File: src/rtl/snap_pkg.sv
// Package: shared sizing defaults for the clock snapshot transfer block.
// Assumes a byte-wide register map with the clock bytes at the bottom.
package snap_pkg;
    localparam int ADDR_W_D    = 5;
    localparam int BYTE_W_D    = 8;
    localparam int N_CLK_D     = 8;
    localparam int LAST_ADDR_D = 19;
    localparam int HALT_ADDR_D = 12;
    localparam int HALT_BIT_D  = 6;
endpackage

File: src/rtl/snap_ptr.sv
// Module: register pointer. It loads on request and advances after each byte
// access, wrapping from LAST_ADDR to zero.
// Assumes load and access strobes are not raised together; load wins if they are.
module snap_ptr #(
    parameter int ADDR_W    = 5,
    parameter int LAST_ADDR = 19
) (
    input  logic              clk,
    input  logic              rst_n,
    input  logic              load_i,
    input  logic [ADDR_W-1:0] load_val_i,
    input  logic              step_i,
    output logic [ADDR_W-1:0] ptr_q_o,
    output logic [ADDR_W-1:0] ptr_nxt_o
);
    localparam logic [ADDR_W-1:0] LAST = ADDR_W'(LAST_ADDR);

    logic [ADDR_W-1:0] ptr_q;

    // Next pointer: load (clamped to the map), step with wrap, or hold.
    always_comb begin
        if (load_i)
            ptr_nxt_o = (load_val_i > LAST) ? '0 : load_val_i;
        else if (step_i)
            ptr_nxt_o = (ptr_q == LAST) ? '0 : ptr_q + 1'b1;
        else
            ptr_nxt_o = ptr_q;
    end

    // Pointer register.
    always_ff @(posedge clk) begin
        if (!rst_n) ptr_q <= '0;
        else        ptr_q <= ptr_nxt_o;
    end

    assign ptr_q_o = ptr_q;

    AST_PTR_RANGE: assert property (@(posedge clk) disable iff (!rst_n) ptr_q <= LAST);
    AST_PTR_WRAP: assert property (@(posedge clk) disable iff (!rst_n)
        (step_i && !load_i && ptr_q == LAST) |=> ptr_q == '0);
endmodule

File: src/rtl/snap_xfer_ctrl.sv
// Module: transfer control. It tracks the read hold, the power-fail halt flag
// and the pending copy, and decides in which cycle the host copy is refreshed.
// Assumes ptr_nxt_i is the pointer value after the current edge.
module snap_xfer_ctrl #(
    parameter int ADDR_W    = 5,
    parameter int BYTE_W    = 8,
    parameter int N_CLK     = 8,
    parameter int HALT_ADDR = 12,
    parameter int HALT_BIT  = 6
) (
    input  logic              clk,
    input  logic              rst_n,
    input  logic [ADDR_W-1:0] ptr_q_i,
    input  logic [ADDR_W-1:0] ptr_nxt_i,
    input  logic              rd_en_i,
    input  logic              wr_en_i,
    input  logic [BYTE_W-1:0] wr_data_i,
    input  logic              stop_i,
    input  logic              pwr_fail_i,
    input  logic              tick_i,
    output logic              hold_o,
    output logic              halt_o,
    output logic              xfer_go_o
);
    localparam logic [ADDR_W-1:0] CLK_END = ADDR_W'(N_CLK);
    localparam logic [ADDR_W-1:0] HADDR   = ADDR_W'(HALT_ADDR);

    logic hold_q, halt_q, pend_q;
    logic rd_clk, nxt_clk, blocked, want;

    assign rd_clk  = rd_en_i && (ptr_q_i < CLK_END);
    assign nxt_clk = ptr_nxt_i < CLK_END;
    assign blocked = halt_q || hold_q || rd_clk;
    assign want    = tick_i || pend_q;

    // Copy request is granted only when nothing blocks it.
    assign xfer_go_o = want && !blocked;

    // Read hold: started by a clock-address read, ended by stop or leaving the clock range.
    always_ff @(posedge clk) begin
        if (!rst_n) hold_q <= 1'b0;
        else        hold_q <= !stop_i && (hold_q || rd_clk) && nxt_clk;
    end

    // Pending copy: remembers a tick that arrived while blocked.
    always_ff @(posedge clk) begin
        if (!rst_n) pend_q <= 1'b0;
        else        pend_q <= want && blocked;
    end

    // Halt flag: set by power fail, otherwise written through its map location.
    always_ff @(posedge clk) begin
        if (!rst_n)                               halt_q <= 1'b0;
        else if (pwr_fail_i)                      halt_q <= 1'b1;
        else if (wr_en_i && ptr_q_i == HADDR)     halt_q <= wr_data_i[HALT_BIT];
    end

    assign hold_o = hold_q;
    assign halt_o = halt_q;

    AST_PF_SETS_HALT: assert property (@(posedge clk) disable iff (!rst_n)
        pwr_fail_i |=> halt_q);
    AST_STOP_CLEARS: assert property (@(posedge clk) disable iff (!rst_n)
        stop_i |=> !hold_q);
    AST_LEAVE_CLEARS: assert property (@(posedge clk) disable iff (!rst_n)
        !nxt_clk |=> !hold_q);
    AST_PEND_SERVED: assert property (@(posedge clk) disable iff (!rst_n)
        (pend_q && !halt_q && !hold_q && !rd_clk) |=> !pend_q);
endmodule

File: src/rtl/snap_user_bank.sv
// Module: host-visible copy of the clock bytes. It accepts a whole-vector copy
// or a single host byte write; the host write wins for its byte.
// Assumes byte 0 is the sub-second field, which host writes force to zero.
module snap_user_bank #(
    parameter int ADDR_W = 5,
    parameter int BYTE_W = 8,
    parameter int N_CLK  = 8
) (
    input  logic                    clk,
    input  logic                    rst_n,
    input  logic                    xfer_go_i,
    input  logic [N_CLK*BYTE_W-1:0] int_time_i,
    input  logic                    wr_en_i,
    input  logic [ADDR_W-1:0]       ptr_q_i,
    input  logic [BYTE_W-1:0]       wr_data_i,
    output logic [N_CLK*BYTE_W-1:0] user_o
);
    localparam logic [ADDR_W-1:0] CLK_END = ADDR_W'(N_CLK);

    logic wr_hit;
    assign wr_hit = wr_en_i && (ptr_q_i < CLK_END);

    for (genvar g = 0; g < N_CLK; g++) begin : g_byte
        logic [BYTE_W-1:0] byte_q;
        logic              sel;
        assign sel = wr_hit && (ptr_q_i == ADDR_W'(g));

        // One host-copy byte: host write first, then bulk copy.
        always_ff @(posedge clk) begin
            if (!rst_n)         byte_q <= '0;
            else if (sel)       byte_q <= (g == 0) ? '0 : wr_data_i;
            else if (xfer_go_i) byte_q <= int_time_i[g*BYTE_W +: BYTE_W];
        end

        assign user_o[g*BYTE_W +: BYTE_W] = byte_q;
    end

    AST_XFER_COPY: assert property (@(posedge clk) disable iff (!rst_n)
        (xfer_go_i && !wr_hit) |=> user_o == $past(int_time_i));
    AST_SUBSEC_ZERO: assert property (@(posedge clk) disable iff (!rst_n)
        (wr_hit && ptr_q_i == '0 && !xfer_go_i) |=> user_o[BYTE_W-1:0] == '0);
endmodule

File: src/rtl/clk_snap_xfer.sv
// Module: top of the clock snapshot transfer block. It ties together the pointer,
// the transfer control and the host copy, and drives read data and internal writes.
// Assumes one strobe (load, read or write) per cycle from the protocol front end.
module clk_snap_xfer #(
    parameter int ADDR_W    = snap_pkg::ADDR_W_D,
    parameter int BYTE_W    = snap_pkg::BYTE_W_D,
    parameter int N_CLK     = snap_pkg::N_CLK_D,
    parameter int LAST_ADDR = snap_pkg::LAST_ADDR_D,
    parameter int HALT_ADDR = snap_pkg::HALT_ADDR_D,
    parameter int HALT_BIT  = snap_pkg::HALT_BIT_D,
    localparam int SEL_W    = $clog2(N_CLK),
    localparam int VEC_W    = N_CLK * BYTE_W
) (
    input  logic              clk,
    input  logic              rst_n,
    input  logic              ptr_load_i,
    input  logic [ADDR_W-1:0] ptr_val_i,
    input  logic              rd_en_i,
    input  logic              wr_en_i,
    input  logic [BYTE_W-1:0] wr_data_i,
    input  logic              stop_i,
    input  logic              pwr_fail_i,
    input  logic              upd_tick_i,
    input  logic [VEC_W-1:0]  int_time_i,
    output logic [BYTE_W-1:0] rd_data_o,
    output logic [ADDR_W-1:0] ptr_o,
    output logic              halt_o,
    output logic              hold_o,
    output logic              int_wr_en_o,
    output logic [SEL_W-1:0]  int_wr_addr_o,
    output logic [BYTE_W-1:0] int_wr_data_o
);
    localparam logic [ADDR_W-1:0] CLK_END = ADDR_W'(N_CLK);
    localparam logic [ADDR_W-1:0] HADDR   = ADDR_W'(HALT_ADDR);

    logic [ADDR_W-1:0] ptr_q, ptr_nxt;
    logic              xfer_go, hold, halt;
    logic [VEC_W-1:0]  user;
    logic              ptr_in_clk;

    snap_ptr #(.ADDR_W(ADDR_W), .LAST_ADDR(LAST_ADDR)) u_ptr (
        .clk(clk), .rst_n(rst_n), .load_i(ptr_load_i), .load_val_i(ptr_val_i),
        .step_i(rd_en_i || wr_en_i), .ptr_q_o(ptr_q), .ptr_nxt_o(ptr_nxt)
    );

    snap_xfer_ctrl #(.ADDR_W(ADDR_W), .BYTE_W(BYTE_W), .N_CLK(N_CLK),
                     .HALT_ADDR(HALT_ADDR), .HALT_BIT(HALT_BIT)) u_ctrl (
        .clk(clk), .rst_n(rst_n), .ptr_q_i(ptr_q), .ptr_nxt_i(ptr_nxt),
        .rd_en_i(rd_en_i), .wr_en_i(wr_en_i), .wr_data_i(wr_data_i),
        .stop_i(stop_i), .pwr_fail_i(pwr_fail_i), .tick_i(upd_tick_i),
        .hold_o(hold), .halt_o(halt), .xfer_go_o(xfer_go)
    );

    snap_user_bank #(.ADDR_W(ADDR_W), .BYTE_W(BYTE_W), .N_CLK(N_CLK)) u_bank (
        .clk(clk), .rst_n(rst_n), .xfer_go_i(xfer_go), .int_time_i(int_time_i),
        .wr_en_i(wr_en_i), .ptr_q_i(ptr_q), .wr_data_i(wr_data_i), .user_o(user)
    );

    assign ptr_in_clk = ptr_q < CLK_END;

    // Read mux: host-copy byte, halt flag location, or zero.
    always_comb begin
        rd_data_o = '0;
        if (ptr_in_clk) begin
            for (int i = 0; i < N_CLK; i++)
                if (ptr_q[SEL_W-1:0] == SEL_W'(i)) rd_data_o = user[i*BYTE_W +: BYTE_W];
        end else if (ptr_q == HADDR) begin
            rd_data_o[HALT_BIT] = halt;
        end
    end

    // Forward host clock writes to the internal copy in the same cycle.
    assign int_wr_en_o   = wr_en_i && ptr_in_clk;
    assign int_wr_addr_o = ptr_q[SEL_W-1:0];
    assign int_wr_data_o = (ptr_q == '0) ? '0 : wr_data_i;

    assign ptr_o  = ptr_q;
    assign halt_o = halt;
    assign hold_o = hold;

    AST_HOLD_FREEZE: assert property (@(posedge clk) disable iff (!rst_n)
        (hold && !wr_en_i) |=> $stable(user));
    AST_HALT_FREEZE: assert property (@(posedge clk) disable iff (!rst_n)
        (halt && !wr_en_i) |=> $stable(user));
    AST_RD_HOLDS: assert property (@(posedge clk) disable iff (!rst_n)
        (rd_en_i && !ptr_load_i && !stop_i && ptr_q < CLK_END - 1'b1) |=> hold);
endmodule

File: config.mk
export PLATFORM = sky130hd
export DESIGN_NAME = clk_snap_xfer
export DESIGN_NICKNAME = d
export VERILOG_FILES = /design/src/rtl/snap_pkg.sv /design/src/rtl/snap_ptr.sv /design/src/rtl/snap_xfer_ctrl.sv /design/src/rtl/snap_user_bank.sv /design/src/rtl/clk_snap_xfer.sv
export SDC_FILE = /design/constraint.sdc
export NUM_CORES = 1
export LEC_CHECK = 0
export ABC_AREA = 1
export BUFFER_PORTS_ARGS = -buffer_cell sky130_fd_sc_hd__buf_2
export CAP_MARGIN = 20
export CORE_ASPECT_RATIO = 1.75
export CORE_MARGIN = 4
export CORE_UTILIZATION = 55
export CTS_BUF_LIST = sky130_fd_sc_hd__clkbuf_4 sky130_fd_sc_hd__clkbuf_8
export DETAILED_ROUTE_END_ITERATION = 8
export PLACE_DENSITY = 0.83
export SYNTH_ARGS = -nofsm -noshare
export SYNTH_HDL_FRONTEND = slang
export SYNTH_SLANG_ARGS = --single-unit
export TNS_END_PERCENT = 30
File: constraint.sdc
create_clock -name clk -period 2.45 [get_ports clk]
set_input_delay 0.245 -clock clk [delete_from_list [all_inputs] [get_ports clk]]
set_output_delay 0.245 -clock clk [all_outputs]
set_load 0.02 [all_outputs]
==> results of run 1 <==
## through the flow
| stage | hold WS [ns] | total power, µW | std cells | instance area [µm²] | worst slack, ns |
|---|---|---|---|---|---|
| after floorplan | 0.380 | 1740 | 658 | 4120 | 0.0997 |
| after global placement | 0.450 | 1960 | 832 | 4680 | 0.320 |
| after detailed placement | 0.454 | 1980 | 832 | 4680 | 0.235 |
| after CTS | 0.0938 | 3040 | 847 | 4920 | 0.00940 |
| after global routing | 0.112 | 3210 | 859 | 5090 | -0.00870 |
| final | 0.101 | 3080 | 859 | 5090 | 0.0849 |
## final cells by class
type,count,area share
Multi-Input combinational cell,485,0.455
Inverter,69,0.0536
Sequential cell,72,0.285
Clock buffer,12,0.0312
Tap cell,86,0.0212
Clock inverter,3,0.0128
Timing Repair Buffer,132,0.141
## power by group through the flow
stage	logic, µW	registers (µW)	clock network (µW)
after floorplan	415	1320	0
after global placement	630	1330	0
after detailed placement	642	1340	0
after CTS	646	1310	1090
after global routing	749	1320	1140
final	684	1320	1070
## worst max path at each step
stage	start	to	slack (ns)	cells past startpoint
CTS	u_ptr.ptr_q_o[0]$_SDFFE_PN0P_	rd_data_o[6]	0.009	15
detailed placement	u_ptr.ptr_q_o[0]$_SDFFE_PN0P_	rd_data_o[6]	0.23	13
global route	u_ptr.ptr_q_o[0]$_SDFFE_PN0P_	rd_data_o[5]	-0.009	11
finish	u_ptr.ptr_q_o[1]$_SDFFE_PN0P_	rd_data_o[5]	0.08	11
floorplan	u_ptr.ptr_q_o[2]$_SDFFE_PN0P_	rd_data_o[2]	0.1	14
global placement	u_ptr.ptr_q_o[0]$_SDFFE_PN0P_	rd_data_o[6]	0.32	13
## registers in the layout, indices dropped and copies added (netlist names)
register,flops
u_ctrl.hold_o,1
u_bank.g_byte.byte_q,64
u_ctrl.pend_q,1
u_ptr.ptr_q_o,5
u_ctrl.halt_o,1
## metal layers
layer | GRT usage | wire (µm) | vias to the layer above
met1 | 0.319 | 5120 | 2216
met4 | 0.195 | 962 | 0
met2 | 0.546 | 7230 | 249
met5 | 0 | 0 | -
met3 | 0.0779 | 955 | 69
li1 | - | - | 2362
## timing repair
action                                  4_1_cts  5_1_grt
endpoints found under the setup margin        8        8
resized for setup                             7       23
buffers inserted                              0       12
## cells in the mapped netlist
| library cell | instances |
|---|---|
| nand3_1 | 38 |
| nand2_1 | 198 |
| xor2_1 | 2 |
| o21ai_2 | 1 |
| o22ai_1 | 1 |
| nand4_1 | 8 |
| ha_1 | 6 |
| nand4_4 | 1 |
| inv_1 | 61 |
| inv_4 | 1 |
| or2_2 | 2 |
| nor3_4 | 1 |
| buf_2 | 12 |
| dfxtp_1 | 72 |
| o21ai_0 | 22 |
| clkinv_1 | 4 |
| nand2_2 | 3 |
| nor2_1 | 89 |
| nor2_2 | 1 |
| nor4_1 | 1 |
| inv_2 | 3 |
| clkbuf_1 | 11 |
| buf_4 | 9 |
| a31oi_1 | 58 |
| nor2_4 | 1 |
| a21oi_1 | 50 |
| nor3_1 | 2 |
## cells in the final DEF, fill, tap and decap left out
master and count:
nand2_1 196, buf_2 109, nor2_1 89, dfxtp_1 69
a31oi_1 58, inv_1 52, a21oi_1 49, nand3_1 38
buf_4 23, o21ai_0 20, clkbuf_8 11, inv_2 9
nand4_1 8, nand2_2 4, clkinv_1 4, ha_4 4
clkinvlp_4 3, o21ai_1 2, or2_2 2, xor2_1 2
nor3_1 2, ha_1 2, bufinv_16 2, dfxtp_4 2
nor2_4 1, inv_4 1, nand2_4 1, a21oi_2 1
o21ai_2 1, nor3_4 1, nor2_2 1, nand4_4 1
o22ai_1 1, nor4_1 1, clkbuf_4 1, clkinv_2 1
dfxtp_2 1
## critical path, stage by stage (launching register included)
cell and delay [ns]:
dfxtp_4 0.39, inv_2 0.10, ha_4 0.16, nand2_1 0.10
or2_2 0.29, nand3_1 0.13, nand2_1 0.08, nand2_1 0.06
nand2_1 0.06, a21oi_1 0.14, nor2_1 0.06, buf_2 0.16
## cell families after synthesis
group | after synthesis | synth area share
simple gates | 345 | 0.344
compound gates | 132 | 0.179
buf+inv | 101 | 0.104
flops | 72 | 0.350
fa+ha+maj | 6 | 0.0182
xor+xnor | 2 | 0.00425
==> metrics.md, run 1 <==
| Metric | Value |
|---|---|
| Worst r2r dst | `u_bank.g_byte[6].byte_q[4]$_SDFFE_PN0P_` |
| Gr ovfl total | `0` |
| Post-route DRC | `0` |
| CTS root buffer | `clkbuf_8` |
| Least-Margin Pin Slew | `0.840 ns` |
| Maximum vdd drop | `0.465 mV` |
| Vias in the first global route | `about 4,500` |
| Hold Path Class | `input port to flop` |
| Sequential fraction of design power | `0.428` |
| Seq cells post-synth | `72` |
| Synth-to-layout area growth | `23.4%` |
| Critical R2R Launch | `u_ptr.ptr_q_o[0]$_SDFFE_PN0P_` |
| TNS Setup | `0 ns` |
| Largest area contributor in the netlist | `dfxtp_1` |
| Placer Congestion | `0.966` |
| Die height | `123 µm` |
| CTS tree | `yes` |
| Initial Util | `0.570` |
| DR vias/cell | `5.70` |
| Share of cells above drive strength 1 | `0.233` |
| Final ANT Viol Nets | `0` |
| WL final | `between 10,000 and 15,000 µm` |
| Mapped Area | `roughly 0.0041 mm²` |
| CTS buffer count | `9` |
| Cell Pwr Density | `605 mW/mm²` |
| Total GRT Usage | `0.311` |
| Status | `finished clean` |
| Startpoint Class | `flop` |
| Yosys warns | `0` |
| Core footprint | `roughly 0.0072 mm²` |
| Synth Net Count | `approximately 750` |
| Combinational fraction of design power | `0.223` |
| Top post-synthesis cells by area | `dfxtp_1 (35%), nand2_1 (18%), a31oi_1 (8.8%), nor2_1 (8.1%), a21oi_1 (6.1%)` |
| Relative slew margins | `0.440` |
| Max-Cap Viols | `0` |
| R2R setup slack | `between 0.3 and 0.4 ns` |
| Post-synthesis cell type count | `27` |
| Hold_buf cts | `0` |
| First-pass GRT wire length | `21,200 µm` |
| Pre-Repair DR Iteration Count | `5` |
| Tcrit/Tclk final | `0.965` |
| Worst Hold Launch | `int_time_i[7]` |
| Nets@finish | `860` |
| HPWL Detailed | `between 10,000 and 15,000 µm` |
| Largest net degree at the start of global routing | `between 40 and 50` |
| Critical path class | `flop to output pin` |
| Sequential standard cell area | `0.00145 mm²` |
| Critical Path RT | `2.20 ns` |
| Endpoints failing setup | `0` |
| Io pins | `112` |
| Hold path depth | `3` |
| Final Slew Violations | `0` |
| CP Capture Type | `output pin` |
| Final core occ | `0.703` |
| Hold Fails Final Rpt | `0` |
| Min Tclk post-route | `2.37 ns` |
| Filler Cells Inserted | `between 600 and 700` |
| LEAKAGE | `0.00245 µW` |
| Clock share of power | `0.349` |
| IO buf count | `111` |
| Syn Inst Count | `658` |
| Crit path DAT | `2.12 ns` |
| Syn Area/Cell | `6.27 µm²` |
| Clock slew at reported path FFs | `roughly 0.070 ns` |
| Max Clk Rate | `423 MHz` |
| Routed vias | `roughly 5,000` |
| Worst Skew | `approximately 0.0072 ns` |
| R2R cell count | `11` |
| Area of the multi-input gates | `0.00231 mm²` |
| Die area | `0.00900 mm²` |
| Drt first-iter violations | `417` |
| Clk_lat worst skew | `0.36 ns` |
| Die Wd | `73.4 µm` |
| Row count | `41` |
| Psw | `about 950 µW` |
| P_int | `2130 µW` |
| CTS sink cnt | `72` |
| N_diodes | `0` |
| Sequential area share after synthesis | `0.350` |
| WHS Endpoint | `u_bank.g_byte[0].byte_q[7]$_SDFFE_PP0P_` |
| Switch share | `0.308` |
| Routed len/inst | `~17 µm` |
| Initial antenna violation count | `0` |
| CTS H-tree lvls | `3` |
| Top cell type's share of synthesized area | `0.350` |
| Max FO, Critical Path | `7` |
| Max clock buf depth | `2` |
Power figures use the tool's default switching activity.
==> inputs of run 2 (changes only) <==
--- a/config.mk
+++ b/config.mk
@@ -8,12 +8,12 @@
 export ABC_AREA = 1
 export BUFFER_PORTS_ARGS = -buffer_cell sky130_fd_sc_hd__buf_2
 export CAP_MARGIN = 20
-export CORE_ASPECT_RATIO = 1.75
 export CORE_MARGIN = 4
 export CORE_UTILIZATION = 55
 export CTS_BUF_LIST = sky130_fd_sc_hd__clkbuf_4 sky130_fd_sc_hd__clkbuf_8
 export DETAILED_ROUTE_END_ITERATION = 8
 export PLACE_DENSITY = 0.83
+export SETUP_SLACK_MARGIN = 0.02
 export SYNTH_ARGS = -nofsm -noshare
 export SYNTH_HDL_FRONTEND = slang
 export SYNTH_SLANG_ARGS = --single-unit
==> run 2 against run 1 <==
Compared with the run above:
- sequential share of layout area down 0.13 points
- clock skew increased by 0.0014 ns
- global-route usage decreased by 0.40 points
- clock power about the same
- critical path type unchanged
- largest power group unchanged
==> metrics.md, run 2 (synthesis gave the netlist of run 1 again) <==
| Metric | Value |
|---|---|
| Status | `finished clean (unchanged)` |
| CTS buffer count | `9 (unchanged)` |
| LEAKAGE | `0.00243 µW (was 0.00245 µW)` |
| Max-Cap Viols | `0 (unchanged)` |
| Routed len/inst | `15.7 µm (was 16.6 µm)` |
| Clk_lat worst skew | `0.36 ns (about the same)` |
| Slowest CP cell | `dfxtp_4 (unchanged)` |
| Max clock buf depth | `2 (unchanged)` |
| Tcrit/Tclk final | `0.938 (was 0.965)` |
| Drt first-iter violations | `570 (was 417)` |
| Routed vias | `4,829 (was 4,896)` |
| Maximum vdd drop | `0.455 mV (was 0.465 mV)` |
| Relative slew margins | `0.459 (was 0.440)` |
| Reg with most FFs | `u_bank.g_byte.byte_q (unchanged)` |
| Critical Path RT | `2.20 ns (about the same)` |
| Die Wd | `94.6 µm (was 73.4 µm)` |
| HPWL Detailed | `9660 µm (was 10,400 µm)` |
| Initial antenna violation count | `0 (unchanged)` |
| Most frequent cells in the layout | `nand2_1 (195), buf_2 (110), nor2_1 (87), dfxtp_1 (70), a31oi_1 (58) (was nand2_1 (196), buf_2 (109), nor2_1 (89), dfxtp_1 (69), a31oi_1 (58))` |
| Worst Skew | `0.00866 ns (was 0.00723 ns)` |
| Vias in the first global route | `4,364 (was 4,520)` |
| Least-Margin Pin Slew | `0.811 ns (was 0.840 ns)` |
| Dpl ws | `0.278 ns (was 0.235 ns)` |
| Cells along the critical path | `ha_4 > ha_1 > inv_2 > o21ai_0 > inv_1 > nand2_1 > nand2_1 > nand2_1 > nand2_1 > nand2_1 > a21oi_1 > buf_2 (was inv_2 > ha_4 > nand2_1 > or2_2 > nand3_1 > nand2_1 > nand2_1 > nand2_1 > a21oi_1 > nor2_1 > buf_2)` |
| Initial Util | `0.568 (was 0.570)` |
| CTS root buffer | `clkbuf_8 (unchanged)` |
| Die area | `0.00895 mm² (was 0.00900 mm²)` |
| Row count | `31 (was 41)` |
| Max stage delay on crit path | `0.39 ns (about the same)` |
| Critical R2R Launch | `u_ptr.ptr_q_o[0]$_SDFFE_PN0P_ (unchanged)` |
| CTS tree | `yes (unchanged)` |
| WL final | `13,800 µm (was 14,300 µm)` |
| Cell Pwr Density | `601 mW/mm² (was 605 mW/mm²)` |
| Max Clk Rate | `435 MHz (was 423 MHz)` |
| Startpoint Class | `flop (unchanged)` |
| Post-route DRC | `0 (unchanged)` |
| Number of flip-flops in the largest register | `64 (unchanged)` |
| Top cell by count, worst path | `nand2_1 (unchanged)` |
| Worst Hold Launch | `int_time_i[0] (was int_time_i[7])` |
| CP Capture Type | `output pin (unchanged)` |
| CTS H-tree lvls | `3 (unchanged)` |
| Largest net degree at the start of global routing | `65 (was 46)` |
| Nets@finish | `861 (was 860)` |
| Most common library cell in the layout ignoring fill and taps | `nand2_1 (unchanged)` |
| Final ANT Viol Nets | `0 (unchanged)` |
| RSZ-0062 raised after global routing | `yes` |
| Hold Path Class | `input port to flop (unchanged)` |
| Dpl cells | `847 (was 832)` |
| Max FO, Critical Path | `9 (was 7)` |
| Pre-Repair DR Iteration Count | `7 (was 5)` |
| Post-route insts no fill | `874 (was 859)` |
| Core footprint | `0.00725 mm² (was 0.00723 mm²)` |
| Hold Fails Final Rpt | `0 (unchanged)` |
| Io pins | `112 (unchanged)` |
| Final core occ | `0.704 (was 0.703)` |
| Placer Congestion | `0.946 (was 0.966)` |
| IO buf count | `111 (unchanged)` |
| Gr ovfl total | `0 (unchanged)` |
| N_diodes | `0 (unchanged)` |
| First-pass GRT wire length | `21,400 µm (was 21,200 µm)` |
| Share of cells above drive strength 1 | `0.235 (was 0.233)` |
| TNS Setup | `0 ns (unchanged)` |
| Crit path DAT | `2.05 ns (was 2.12 ns)` |
| Filler Cells Inserted | `663 (was 640)` |
| Final Slew Violations | `0 (unchanged)` |
| Total GRT Usage | `0.307 (was 0.311)` |
| Synth-to-layout area growth | `23.9% (was 23.4%)` |
| Min Tclk post-route | `2.30 ns (was 2.37 ns)` |
| Critical path class | `flop to output pin (unchanged)` |
| Hold_buf cts | `0 (unchanged)` |
| CTS sink cnt | `72 (unchanged)` |
| Endpoints failing setup | `0 (unchanged)` |
| PnR worst setup slack | `0.152 ns (was 0.0849 ns)` |
| CP startpoint | `u_ptr.ptr_q_o[1]$_SDFFE_PN0P_ (unchanged)` |
| DR vias/cell | `5.53 (was 5.70)` |
| Die height | `94.6 µm (was 123 µm)` |
| Clock slew at reported path FFs | `0.08 ns (was 0.07 ns)` |
==> run 2: worst max-delay path: cells and delay by family (launching register included) <==
kind	cells	cell delay [ns]
fa+ha+maj	2	0.41
compound gates	2	0.25
simple gates	5	0.29
flops	1	0.39
buf+inv	3	0.37
==> run 2: through the flow <==
stage	hold slack [ns]	power (µW)	area (µm²)
floorplan	0.380	1740	4120
global placement	0.450	1960	4720
detailed placement	0.455	1970	4720
CTS	0.114	3030	4940
global route	0.141	3200	5110
finish	0.113	3070	5110
==> run 2: worst paths after layout <==
check	endpoint	slack, ns	depth (start not counted)
max	rd_data_o[1]	0.15	12
min	u_bank.g_byte[0].byte_q[0]$_SDFFE_PP0P_	0.11	3
max reg2reg	u_bank.g_byte[6].byte_q[7]$_SDFFE_PN0P_	0.38	10
min reg2reg	u_bank.g_byte[7].byte_q[5]$_SDFFE_PN0P_	0.47	2
==> run 2: final cells by class <==
| cell class | count | area [µm²] | area share |
|---|---|---|---|
| tap | 99 | 124 | 0.0243 |
| timing repair buffer | 132 | 716 | 0.140 |
| timing repair inverter | 1 | 7.51 | 0.00147 |
| sequential | 72 | 1450 | 0.284 |
| clock buffer | 11 | 139 | 0.0272 |
| multi-input combinational | 485 | 2310 | 0.453 |
| clock inverter | 5 | 81.3 | 0.0159 |
| inverter | 69 | 278 | 0.0544 |
==> run 2: where the power goes <==
group          leakage [µW]  switching, µW  internal (µW)  total (µW)
combinational       0.00173            445            239         685
clock              0.000110            475            597        1070
sequential         0.000590           59.9           1250        1310
total               0.00243            980           2090        3070
==> run 2: what timing repair did <==
action,CTS,global route
gates cloned,0,1
gates resized for setup,6,23
hold endpoints to repair,0,0
setup endpoints to repair,8,8
setup buffers,0,10
pin swaps,0,1
==> run 2: per-layer routing <==
layer / global-route usage / vias to the layer above / wire (µm)
met1: 0.428 / 2127 / 5690
met2: 0.482 / 297 / 6220
li1: - / 2367 / -
met5: 0 / - / 0
met4: 0.102 / 0 / 344
met3: 0.0510 / 38 / 1500
==> inputs of run 3 (changes only) <==
--- a/config.mk
+++ b/config.mk
@@ -9,12 +9,13 @@
 export BUFFER_PORTS_ARGS = -buffer_cell sky130_fd_sc_hd__buf_2
 export CAP_MARGIN = 20
 export CORE_MARGIN = 4
-export CORE_UTILIZATION = 55
+export CORE_UTILIZATION = 56
 export CTS_BUF_LIST = sky130_fd_sc_hd__clkbuf_4 sky130_fd_sc_hd__clkbuf_8
 export DETAILED_ROUTE_END_ITERATION = 8
 export PLACE_DENSITY = 0.83
 export SETUP_SLACK_MARGIN = 0.02
 export SYNTH_ARGS = -nofsm -noshare
 export SYNTH_HDL_FRONTEND = slang
+export SYNTH_HIERARCHICAL = 1
 export SYNTH_SLANG_ARGS = --single-unit
 export TNS_END_PERCENT = 30
==> run 3 against run 2 <==
Compared with the run above:
- sequential cell count stayed put
- sequential share of layout area decreased by 1.9 points
- maximum frequency up 0.33%
- synthesized cell count grew 11%
- sequential power barely moved
- clock-buffer cell count did not move
- global-route usage shrank 0.91 points
- non-clock buffer count is 7 lower
- final cell count increased by 7.0%
- routed wire length is 5.7% higher
- clock power is 10% higher
- register-to-register slack better by 0.19 ns
- highest routed layer unchanged
==> metrics.md, run 3 <==
| Metric | Value |
|---|---|
| CTS H-tree lvls | `3 (unchanged)` |
| Synth-to-layout area growth | `17.4% (was 23.9%)` |
| Die Wd | `99.1 µm (was 94.6 µm)` |
| Clock share of power | `0.366 (was 0.349)` |
| CP startpoint | `u_ptr/ptr_q_o[1]$_SDFF_PN0_ (was u_ptr.ptr_q_o[1]$_SDFFE_PN0P_)` |
| Top cell by count, worst path | `a21oi_1 (was nand2_1)` |
| Family with the most delay on the worst path | `simple AND/OR/NAND/NOR gates (was adder cells)` |
| Final Slew Violations | `0 (unchanged)` |
| Switch share | `0.309 (was 0.319)` |
| Max-Cap Viols | `0 (unchanged)` |
| Syn Area/Cell | `6.34 µm² (was 6.27 µm²)` |
| Clock slew at reported path FFs | `0.08 ns (about the same)` |
| CTS tree | `yes (unchanged)` |
| Max Clk Rate | `437 MHz (was 435 MHz)` |
| Met2 wire len | `6530 µm (was 6220 µm)` |
| Syn Inst Count | `732 (was 658)` |
| Setup bufs post-CTS | `0 (unchanged)` |
| Crit path DAT | `2.05 ns (about the same)` |
| Most frequent cells in the layout | `nand2_1 (241), nand3_1 (137), buf_2 (111), a21oi_1 (89), dfxtp_1 (70) (was nand2_1 (195), buf_2 (110), nor2_1 (87), dfxtp_1 (70), a31oi_1 (58))` |
| Yosys warns | `6 (was 0)` |
| Status | `finished clean (unchanged)` |
| Wl on met1 | `6110 µm (was 5690 µm)` |
| WL final | `14,500 µm (was 13,800 µm)` |
| Startpoint Class | `flop (unchanged)` |
| Cells along the critical path | `buf_4 > nor3_4 > a21oi_1 > nand3_2 > nand2_1 > a21oi_1 > buf_2 (was ha_4 > ha_1 > inv_2 > o21ai_0 > inv_1 > nand2_1 > nand2_1 > nand2_1 > nand2_1 > nand2_1 > a21oi_1 > buf_2)` |
| Most common library cell in the layout ignoring fill and taps | `nand2_1 (unchanged)` |
| Routed len/inst | `15.5 µm (was 15.7 µm)` |
| Worst Hold Launch | `upd_tick_i (was int_time_i[0])` |
| Synth Net Count | `818 (was 749)` |
| Hold_buf cts | `0 (unchanged)` |
| Number of flip-flops in the largest register | `64 (unchanged)` |
| Placer Congestion | `0.930 (was 0.946)` |
| Initial antenna violation count | `0 (unchanged)` |
| Cell Pwr Density | `590 mW/mm² (was 601 mW/mm²)` |
| Uppermost layer routed | `met4 (unchanged)` |
| Routed vias | `5,264 (was 4,829)` |
| Share of cells above drive strength 1 | `0.224 (was 0.235)` |
| Hold Path Class | `input port to flop (unchanged)` |
| HPWL Detailed | `10,700 µm (was 9660 µm)` |
| Least-Margin Pin Slew | `0.461 ns (was 0.811 ns)` |
| Endpoints failing setup | `0 (unchanged)` |
| Combinational fraction of design power | `0.221 (was 0.223)` |
| Core footprint | `0.00789 mm² (was 0.00725 mm²)` |
| Drt first-iter violations | `408 (was 570)` |
| LEAKAGE | `0.00267 µW (was 0.00243 µW)` |
| Io pins | `112 (unchanged)` |
| CP Capture Type | `output pin (unchanged)` |
| N_diodes | `0 (unchanged)` |
| Critical Path RT | `2.20 ns (about the same)` |
| Maximum vdd drop | `0.344 mV (was 0.455 mV)` |
| Worst Skew | `0.0102 ns (was 0.00866 ns)` |
| TNS Setup | `0 ns (unchanged)` |
| Mapped Area | `0.00464 mm² (was 0.00412 mm²)` |
| Nets@finish | `914 (was 861)` |
| Psw | `994 µW (was 980 µW)` |
| Reg with most FFs | `u_bank/g_byte.byte_q (was u_bank.g_byte.byte_q)` |
| Area after DPL | `0.00520 mm² (was 0.00472 mm²)` |
| DR vias/cell | `5.63 (was 5.53)` |
| Largest net degree at the start of global routing | `65 (unchanged)` |
| Min Tclk post-route | `2.29 ns (was 2.30 ns)` |
| Final ANT Viol Nets | `0 (unchanged)` |
| Row count | `32 (was 31)` |
| Vias in the first global route | `4,827 (was 4,364)` |
| CTS buffer count | `9 (unchanged)` |
| Pre-Repair DR Iteration Count | `5 (was 7)` |
| Critical path class | `flop to output pin (unchanged)` |
| Gr ovfl total | `0 (unchanged)` |
| CTS sink cnt | `72 (unchanged)` |
| Initial Util | `0.589 (was 0.568)` |
| Slowest CP cell | `dfxtp_2 (was dfxtp_4)` |
| Hold Fails Final Rpt | `0 (unchanged)` |
| First-pass GRT wire length | `23,700 µm (was 21,400 µm)` |
| Design Area, Final | `0.00545 mm² (was 0.00511 mm²)` |
| Clk_lat worst skew | `0.35 ns (was 0.36 ns)` |
| IO buf count | `111 (unchanged)` |
| Tcrit/Tclk final | `0.935 (was 0.938)` |
| Worst Path Buf+Inv | `2 (was 3)` |
| Critical R2R Launch | `u_ptr/ptr_q_o[4]$_SDFF_PN0_ (was u_ptr.ptr_q_o[0]$_SDFFE_PN0P_)` |
| Met3 WL | `1410 µm (was 1500 µm)` |
| Die height | `99.1 µm (was 94.6 µm)` |
| Sequential fraction of design power | `0.413 (was 0.428)` |
| RSZ-0062 raised after global routing | `no (was yes)` |
| Total GRT Usage | `0.298 (was 0.307)` |
| Max clock buf depth | `2 (unchanged)` |
| Die area | `0.00981 mm² (was 0.00895 mm²)` |
| R2R setup slack | `0.57 ns (was 0.38 ns)` |
| Relative slew margins | `0.692 (was 0.459)` |
| Post-route DRC | `0 (unchanged)` |
| Max FO, Critical Path | `16 (was 9)` |
| CTS root buffer | `clkbuf_8 (unchanged)` |
| Max stage delay on crit path | `0.44 ns (was 0.39 ns)` |
| P_int | `2220 µW (was 2090 µW)` |
-- run 3: layout make-up --
cell class | count | area, µm²
clock buffers | 11 | 145
multi-input cells | 564 | 2710
fillers | 715 | 2440
repair buffers | 125 | 686
clock inverters | 5 | 104
inverters | 56 | 239
flip-flops and latches | 72 | 1440
well taps | 102 | 128
-- run 3: routing by layer --
layer,track usage,vias up
li1,-,2587
met1,0.406,2380
met2,0.471,260
met3,0.0446,37
met4,0.124,0
met5,0,-
-- run 3: power groups by stage --
stage / Combinational (µW) / Sequential (µW) / Clock (µW)
after floorplan: 478 / 1330 / 0
after global placement: 687 / 1350 / 0
after detailed placement: 702 / 1350 / 0
after CTS: 707 / 1320 / 1180
after global routing: 789 / 1330 / 1240
final: 711 / 1330 / 1180
-- run 3: path summary, 6_finish.rpt --
check / to / depth (start not counted)
worst max-delay path: rd_data_o[2] / 7
worst min-delay path: u_ctrl/pend_q$_SDFF_PN0_ / 3
worst max register to register: u_bank/g_byte[2].byte_q[2]$_SDFFE_PN0P_ / 7
worst min register to register: u_bank/g_byte[0].byte_q[3]$_SDFFE_PP0P_ / 2
-- run 3: through the flow --
| stage | std cells | hold WS (ns) | total power (µW) | utilization | setup WS, ns |
|---|---|---|---|---|---|
| after floorplan | 732 | 0.384 | 1810 | - | 0.455 |
| after global placement | 919 | 0.453 | 2040 | 0.659 | 0.437 |
| after detailed placement | 919 | 0.461 | 2050 | 0.659 | 0.369 |
| after CTS | 935 | 0.129 | 3210 | 0.691 | 0.167 |
| after global routing | 935 | 0.138 | 3370 | 0.691 | 0.0393 |
| final | 935 | 0.134 | 3210 | 0.691 | 0.159 |
-- run 3: worst min-delay path, delay by kind of cell --
family,cells,cell delay (ns)
simple gates,2,0.13
buf+inv,1,0.08
-- run 3: timing repair --
action	CTS	global route
cloned	0	0
gates resized for setup	1	1
setup endpoints to repair	8	3
